$ cat src/rtl/ld_hazard_pkg.sv
package ld_hazard_pkg;

    localparam int INSTR_W = 32;
    localparam int REG_W   = 5;
    localparam int OPC_W   = 7;
    localparam int F3_W    = 3;

    localparam logic [OPC_W-1:0] OPC_LOAD    = 7'b0000011;
    localparam logic [OPC_W-1:0] OPC_OPIMM   = 7'b0010011;
    localparam logic [OPC_W-1:0] OPC_OP      = 7'b0110011;
    localparam logic [OPC_W-1:0] OPC_STORE   = 7'b0100011;
    localparam logic [OPC_W-1:0] OPC_BRANCH  = 7'b1100011;
    localparam logic [OPC_W-1:0] OPC_JAL     = 7'b1101111;
    localparam logic [OPC_W-1:0] OPC_JALR    = 7'b1100111;
    localparam logic [OPC_W-1:0] OPC_LUI     = 7'b0110111;
    localparam logic [OPC_W-1:0] OPC_AUIPC   = 7'b0010111;
    localparam logic [OPC_W-1:0] OPC_MISCMEM = 7'b0001111;
    localparam logic [OPC_W-1:0] OPC_SYSTEM  = 7'b1110011;

    // Which source fields the decode-stage instruction really reads
    typedef struct packed {
        logic use_a;
        logic use_b;
    } src_use_t;

    // Combined hazard view computed each cycle
    typedef struct packed {
        logic ex_hit;
        logic mem_hit;
        logic stall;
    } hz_state_t;

endpackage

$ cat src/rtl/src_use_decode.sv
module src_use_decode
    import ld_hazard_pkg::*;
(
    input  logic [OPC_W-1:0] opcode,
    input  logic [F3_W-1:0]  funct3,
    output src_use_t         use_o
);
    src_use_t use_d;

    always_comb begin
        use_d = '{use_a: 1'b1, use_b: 1'b0};
        unique case (opcode)
            OPC_JAL, OPC_LUI, OPC_AUIPC, OPC_MISCMEM: use_d.use_a = 1'b0;
            OPC_SYSTEM: begin
                // immediate CSR forms and environment calls carry no register
                if (funct3 == 3'b000 || funct3 == 3'b101 ||
                    funct3 == 3'b110 || funct3 == 3'b111)
                    use_d.use_a = 1'b0;
            end
            OPC_OP, OPC_STORE, OPC_BRANCH: use_d.use_b = 1'b1;
            default: ;
        endcase
    end

    assign use_o = use_d;
endmodule

$ cat src/rtl/stage_match.sv
module stage_match #(
    parameter int REG_W = 5
) (
    input  logic             qual,
    input  logic [REG_W-1:0] dst,
    input  logic [REG_W-1:0] src_a,
    input  logic [REG_W-1:0] src_b,
    input  logic             use_a,
    input  logic             use_b,
    output logic             hit
);
    logic dst_live;
    logic a_eq;
    logic b_eq;

    always_comb begin
        dst_live = |dst;
        a_eq     = use_a && (src_a == dst);
        b_eq     = use_b && (src_b == dst);
        hit      = qual && dst_live && (a_eq || b_eq);
    end
endmodule

$ cat src/rtl/ld_hazard_unit.sv
module ld_hazard_unit
    import ld_hazard_pkg::*;
#(
    parameter int N_OLDER = 2
) (
    input  logic [INSTR_W-1:0] id_instr,
    input  logic [REG_W-1:0]   ex_rd,
    input  logic               ex_is_load,
    input  logic [REG_W-1:0]   mem_rd,
    input  logic               mem_is_load,
    input  logic               id_is_jump,
    output logic               pc_stall,
    output logic               fetch_stall,
    output logic               dec_flush
);
    localparam int SRC_A_LSB = 15;
    localparam int SRC_B_LSB = 20;
    localparam int F3_LSB    = 12;

    logic [OPC_W-1:0] opc;
    logic [F3_W-1:0]  f3;
    logic [REG_W-1:0] src_a;
    logic [REG_W-1:0] src_b;
    logic             unused_bits;
    src_use_t         use_s;

    assign opc         = id_instr[OPC_W-1:0];
    assign f3          = id_instr[F3_LSB +: F3_W];
    assign src_a       = id_instr[SRC_A_LSB +: REG_W];
    assign src_b       = id_instr[SRC_B_LSB +: REG_W];
    assign unused_bits = ^{id_instr[INSTR_W-1:SRC_B_LSB+REG_W],
                           id_instr[F3_LSB-1:OPC_W]};

    src_use_decode u_dec (
        .opcode (opc),
        .funct3 (f3),
        .use_o  (use_s)
    );

    // index 0: execute stage, index 1: memory stage
    logic [N_OLDER-1:0]            qual_v;
    logic [N_OLDER-1:0][REG_W-1:0] dst_v;
    logic [N_OLDER-1:0]            hit_v;

    always_comb begin
        qual_v    = '0;
        dst_v     = '0;
        qual_v[0] = ex_is_load || id_is_jump;
        dst_v[0]  = ex_rd;
        if (N_OLDER > 1) begin
            qual_v[N_OLDER-1] = id_is_jump && mem_is_load;
            dst_v[N_OLDER-1]  = mem_rd;
        end
    end

    for (genvar g = 0; g < N_OLDER; g++) begin : g_stage
        stage_match #(.REG_W(REG_W)) u_match (
            .qual  (qual_v[g]),
            .dst   (dst_v[g]),
            .src_a (src_a),
            .src_b (src_b),
            .use_a (use_s.use_a),
            .use_b (use_s.use_b),
            .hit   (hit_v[g])
        );
    end

    hz_state_t hz_d;

    always_comb begin
        hz_d         = '0;
        hz_d.ex_hit  = hit_v[0];
        hz_d.mem_hit = hit_v[N_OLDER-1] && (N_OLDER > 1);
        hz_d.stall   = |hit_v;
    end

    assign pc_stall    = hz_d.stall;
    assign fetch_stall = hz_d.stall;
    assign dec_flush   = hz_d.stall;
endmodule

$ cat config.mk
export PLATFORM = sky130hd
export DESIGN_NAME = ld_hazard_unit
export DESIGN_NICKNAME = d
export VERILOG_FILES = /design/src/rtl/ld_hazard_pkg.sv /design/src/rtl/src_use_decode.sv /design/src/rtl/stage_match.sv /design/src/rtl/ld_hazard_unit.sv
export SDC_FILE = /design/constraint.sdc
export NUM_CORES = 1
export LEC_CHECK = 0
export ABC_AREA = 1
export BUFFER_PORTS_ARGS = -buffer_cell sky130_fd_sc_hd__buf_2
export CELL_PAD_IN_SITES_DETAIL_PLACEMENT = 1
export CELL_PAD_IN_SITES_GLOBAL_PLACEMENT = 2
export CORE_ASPECT_RATIO = 1.1
export CORE_MARGIN = 3
export CORE_UTILIZATION = 15
export DETAILED_ROUTE_END_ITERATION = 7
export PLACE_DENSITY = 0.82
export SLEW_MARGIN = 5
export SYNTH_ARGS = -nofsm -noshare
export SYNTH_HDL_FRONTEND = slang
export SYNTH_SLANG_ARGS = --single-unit
$ cat constraint.sdc
create_clock -name vclk -period 0.9
set_input_delay 0.09 -clock vclk [all_inputs]
set_output_delay 0.09 -clock vclk [all_outputs]
set_load 0.005 [all_outputs]
==> results of run 1 <==
-- layout make-up --
| cell class | instances | area, sq um |
|---|---|---|
| fillers | 422 | 2215 |
| multi-input cells | 82 | 451.7 |
| repair buffers | 37 | 286.5 |
| inverters | 19 | 78.83 |
| well taps | 34 | 42.54 |
-- power groups by stage --
| stage | clock, mW | combinational (mW) | sequential (mW) |
|---|---|---|---|
| after floorplan | 0 | 0.126 | 0 |
| after global placement | 0 | 0.258 | 0 |
| after detailed placement | 0 | 0.268 | 0 |
| after CTS | 0 | 0.324 | 0 |
| after global routing | 0 | 0.389 | 0 |
| final | 0 | 0.343 | 0 |
-- worst max-delay path: stages --
cell and delay [ps]:
buf_2 130, xor2_1 170, nor2_1 120, nand3_1 80, nand2_1 70, nand2_1 60
nand2_2 70, buf_2 110
-- cells by family (layout without fill, tap and decap cells) --
kind of cell	count (synthesis)	count (layout)	synth area share (%)
AOI/OAI and AO/OA	4	4	4.651
xor gates and xnor gates	13	13	23.51
buffers and inverters	21	56	17.83
and+or+nand+nor	65	65	54.01
-- routing by layer --
metal,global-route usage [%],up-vias
li1,-,374
met1,9.640,309
met2,20.81,22
met3,0.3929,0
met4,0,0
met5,0,-
-- worst min-delay path by stage --
stage          slack (ps)          end        start
4_1_cts               610  fetch_stall  id_instr[4]
5_1_grt               650     pc_stall  id_instr[4]
6_report              600  fetch_stall  id_instr[4]
2_1_floorplan         350    dec_flush  id_instr[6]
3_3_place_gp          600     pc_stall  id_instr[4]
3_5_place_dp          610  fetch_stall  id_instr[4]
-- cell usage in the layout, fill, tap and decap left out --
cell type	Yosys	routed
a211oi_1	1	1
a21oi_1	1	1
buf_2	0	22
buf_4	2	1
buf_6	0	11
buf_8	0	3
clkinv_4	0	1
inv_1	18	7
inv_2	1	10
inv_4	0	1
nand2_1	39	32
nand2_2	0	7
nand3_1	10	8
nand3_2	0	2
nor2_1	14	7
nor2_2	1	7
nor2_4	0	1
o21ai_0	2	1
o21ai_2	0	1
or2_0	1	1
xor2_1	13	13
-- what timing repair did --
action	in CTS	in global routing
endpoints found under the setup margin	3	3
hold endpoints to repair	0	0
gates cloned	0	0
pin swaps	18	17
gates resized for setup	39	19
==> reports/summary.txt, run 1 <==
Seq cells: 0
largest net degree at the start of global routing: 6
min-delay worst type: in2out
status: complete, but fails checks
max_slew headroom: 87.24%
final hold viol count: 0
placed cell count: 172
top post-synthesis cells by count: nand2_1, inv_1, nor2_1
# clk buffers: 0
TritonRoute pass-1 iters: 2
Setup Fix Bufs, Post-CTS: 0
routed length on met1: 606 um
arrival time at the worst endpoint: 890 ps
die area: 3947 sq um
Setup WS pre-CTS: -124.8 ps
Cell Pwr Density: 399.3 nW/um^2
maximum vdd ir drop: 0.0001423 V
RSZ-0062 raised after global routing: true
crit path kind: in2out
metal2 WL: 997 um
Worst Tran Pin Value: 190.3 ps
WL final: 1723 um
P_leak: 0.4906 nW
GRT Residual Overflow: 0
syn_nets: 148
sequential area share after synthesis: 0%
Switching Power: 167.9 uW
metal3 WL: 119 um
yosys warns: 0
Hold Slack: 596.3 ps
Post-Syn Area: 484.2 sq um
FMAX: 1016 MHz
I/O Pins: 48
Highest Signal Layer: met3
number of DRC markers in iteration 0: 1
hold path cells: 5
Logic pwr share: 100.0%
worst setup path endpoint: dec_flush
Die H: 65.59 um
Critical Path RT: 810 ps
clock share of power: 0%
syn_area_per_cell: 4.701 sq um
via count: 705
gr usage total: 9.432%
first-pass GRT wire length: 3029 um
Routed WL per cell: 10.02 um
sequential fraction of design power: 0%
Final Cell Area: 859.6 sq um
critical path capture point type: output pin
Final GP Congestion: 0.7073
Layout Nets: 185
dominant cells by area after synthesis: nand2_1, xor2_1, inv_1, nor2_1, nand3_1
row cnt: 21
sw frac: 48.92%
Final period util: 109.4%
final slew viol count: 0
initial core utilization: 15.75%
cell with the most instances after synthesis: nand2_1
ant diodes: 0
DIE WIDTH: 60.17 um
initial antenna violation count: 0
cell taking the most area after synthesis: nand2_1
number of global-route vias before repair: 809
Finished Core Util: 27.96%
core area: 3074 sq um
dpl hpwl: 1595 um
DRC viols: 0
area grow syn2layout: 77.52%
Post-DP Area: 699.4 sq um
fin cells: 172
Internal Power: 175.3 uW
endpoints failing setup: 3
Worst Setup Start Kind: primary input
register area: 0 sq um
crit path launch: ex_rd[1]
post-synthesis cell count: 103
CTS Hold Bufs: 0
port buffer count: 36
failing checks: negative setup slack
share of cells above drive strength 1: 48.55%
Synth cell types: 12
Max Cap Viol: 0
post-synth top area share: 30.23%
final worst setup slack: -84.62 ps
CP max FO: 3
Power, Total: 343.2 uW
remaining antenna violation count: 0
vias per cell: 4.099
setup TNS: -251.5 ps
crit path time final: 984.6 ps
Power figures use the tool's default switching activity.
==> run 2, diff against run 1 <==
- CORE_MARGIN: 3 -> not set
==> reports/summary.txt, run 2 (synthesized netlist as in run 1, its figures left out) <==
status: complete, but fails checks
failing checks: negative setup slack
slowest cell on the critical path: buf_2
most used cell, CP: nand2_1
Worst Tran Pin Value: 203.6 ps (+13.33 ps)
Critical Path RT: 810 ps (about the same)
RSZ-0062 raised after global routing: true
gr usage total: 9.434% (about the same)
maximum vdd ir drop: 0.0001611 V (+13%)
vias per cell: 4.181 (+2.0%)
crit path kind: in2out
Die H: 61.59 um (-6.1%)
share of cells above drive strength 1: 43.80% (-4.8 points)
WL final: 1628 um (-5.5%)
commonest non-fill, non-tap cell in the layout: nand2_1
register area: 0 sq um (unchanged)
number of DRC markers in iteration 0: 3 (+2)
core area: 3048 sq um (-0.85%)
max_slew headroom: 86.38% (-0.86 points)
Hold Slack: 634.1 ps (+37.85 ps)
delay of the slowest critical-path stage: 120 ps (-50 ps)
Routed WL per cell: 9.520 um (-5.0%)
GRT Residual Overflow: 0 (unchanged)
via count: 715 (+1.4%)
arrival time at the worst endpoint: 930 ps (+40 ps)
crit path time final: 1018 ps (+33.31 ps)
area grow syn2layout: 75.19%
Seq cells: 0 (unchanged)
final worst setup slack: -117.9 ps (-33.31 ps)
TritonRoute pass-1 iters: 4 (+2)
remaining antenna violation count: 0 (unchanged)
FMAX: 982.4 MHz (-3.3%)
number of global-route vias before repair: 721 (-11%)
Layout Nets: 184 (-0.54%)
Setup Fix Bufs, Post-CTS: 0 (unchanged)
P_leak: 0.4847 nW (-1.2%)
first-pass GRT wire length: 2684 um (-11%)
final slew viol count: 0 (unchanged)
initial core utilization: 15.89% (+0.14 points)
CP Cell Sequence: buf_2, nor2_1, nand3_1, nand2_1, inv_1, nand3_1, nand2_1, nand2_1, nand2_2, buf_6
DRC viols: 0 (unchanged)
final hold viol count: 0 (unchanged)
I/O Pins: 48 (unchanged)
Max Cap Viol: 0 (unchanged)
critical path capture point type: output pin
Worst Setup Start Kind: primary input
Final period util: 113.1% (+3.7 points)
fillers: 403 (-4.5%)
endpoints failing setup: 3 (unchanged)
port buffer count: 36 (unchanged)
CP max FO: 3 (unchanged)
Final GP Congestion: 0.7092 (+0.27%)
DIE WIDTH: 56.17 um (-6.6%)
largest net degree at the start of global routing: 6 (unchanged)
# clk buffers: 0 (unchanged)
min-delay worst type: in2out
initial antenna violation count: 0 (unchanged)
row cnt: 21 (unchanged)
Setup WS pre-CTS: -145.1 ps (-20.22 ps)
ant diodes: 0 (unchanged)
dpl hpwl: 1479 um (-7.2%)
die area: 3460 sq um (-12%)
Cell Pwr Density: 394.3 nW/um^2 (-1.3%)
most frequent cells in the layout: nand2_1, buf_2, xor2_1
run 2: cell count changes in the layout (fill, tap and decap cells not counted), moves of 2 or more:
cell    change
buf_6       -2
nor2_2      -4
inv_4       +4
inv_2       -4
nor2_1      +3
run 2: cell type report:
class,instances,area [sq um],area share [%]
inverters,19,83.83,9.882
well taps,34,42.54,5.015
repair buffers,36,279.0,32.89
multi-input cells,82,442.9,52.21
run 2: repair_timing:
item                       CTS  global route
setup endpoints to repair    3             3
pin swaps                    8            24
hold buffers                 0             0
resized for setup            8            48
hold endpoints to repair     0             0
run 2: worst paths after layout:
check         from           to  cells after the start  slack [ps]
min    id_instr[4]     pc_stall                      5         630
max      mem_rd[3]  fetch_stall                     10        -120
run 2: worst max-delay path: cells and delay by family:
family	cells	cell delay (ps)
buf+inv	3	290
simple gates	7	540
run 2: routing by layer:
layer	vias up	track usage, %	wire length (um)
met5	-	0	0
met4	0	0	0
met3	0	0.8403	100
met2	29	20.92	880
met1	314	10.31	647
li1	372	-	-
run 2: power breakdown:
group	internal, mW	total (mW)	switching, mW
clock	0	0	0
combinational	0.167	0.334	0.167
sequential	0	0	0
run 2: stage by stage:
stage | utilization [%] | cell area [sq um] | std cells | power, mW | TNS (ps)
6_report | 27.83 | 848.3 | 171 | 0.3345 | -353.3
5_1_grt | 27.83 | 848.3 | 171 | 0.3753 | -672.3
4_1_cts | 23.40 | 713.2 | 171 | 0.2757 | -389.9
3_5_place_dp | 22.70 | 691.9 | 171 | 0.2627 | -433.4
3_3_place_gp | 22.70 | 691.9 | 171 | 0.2551 | -340.2
2_1_floorplan | - | 484.2 | 103 | 0.1262 | 0
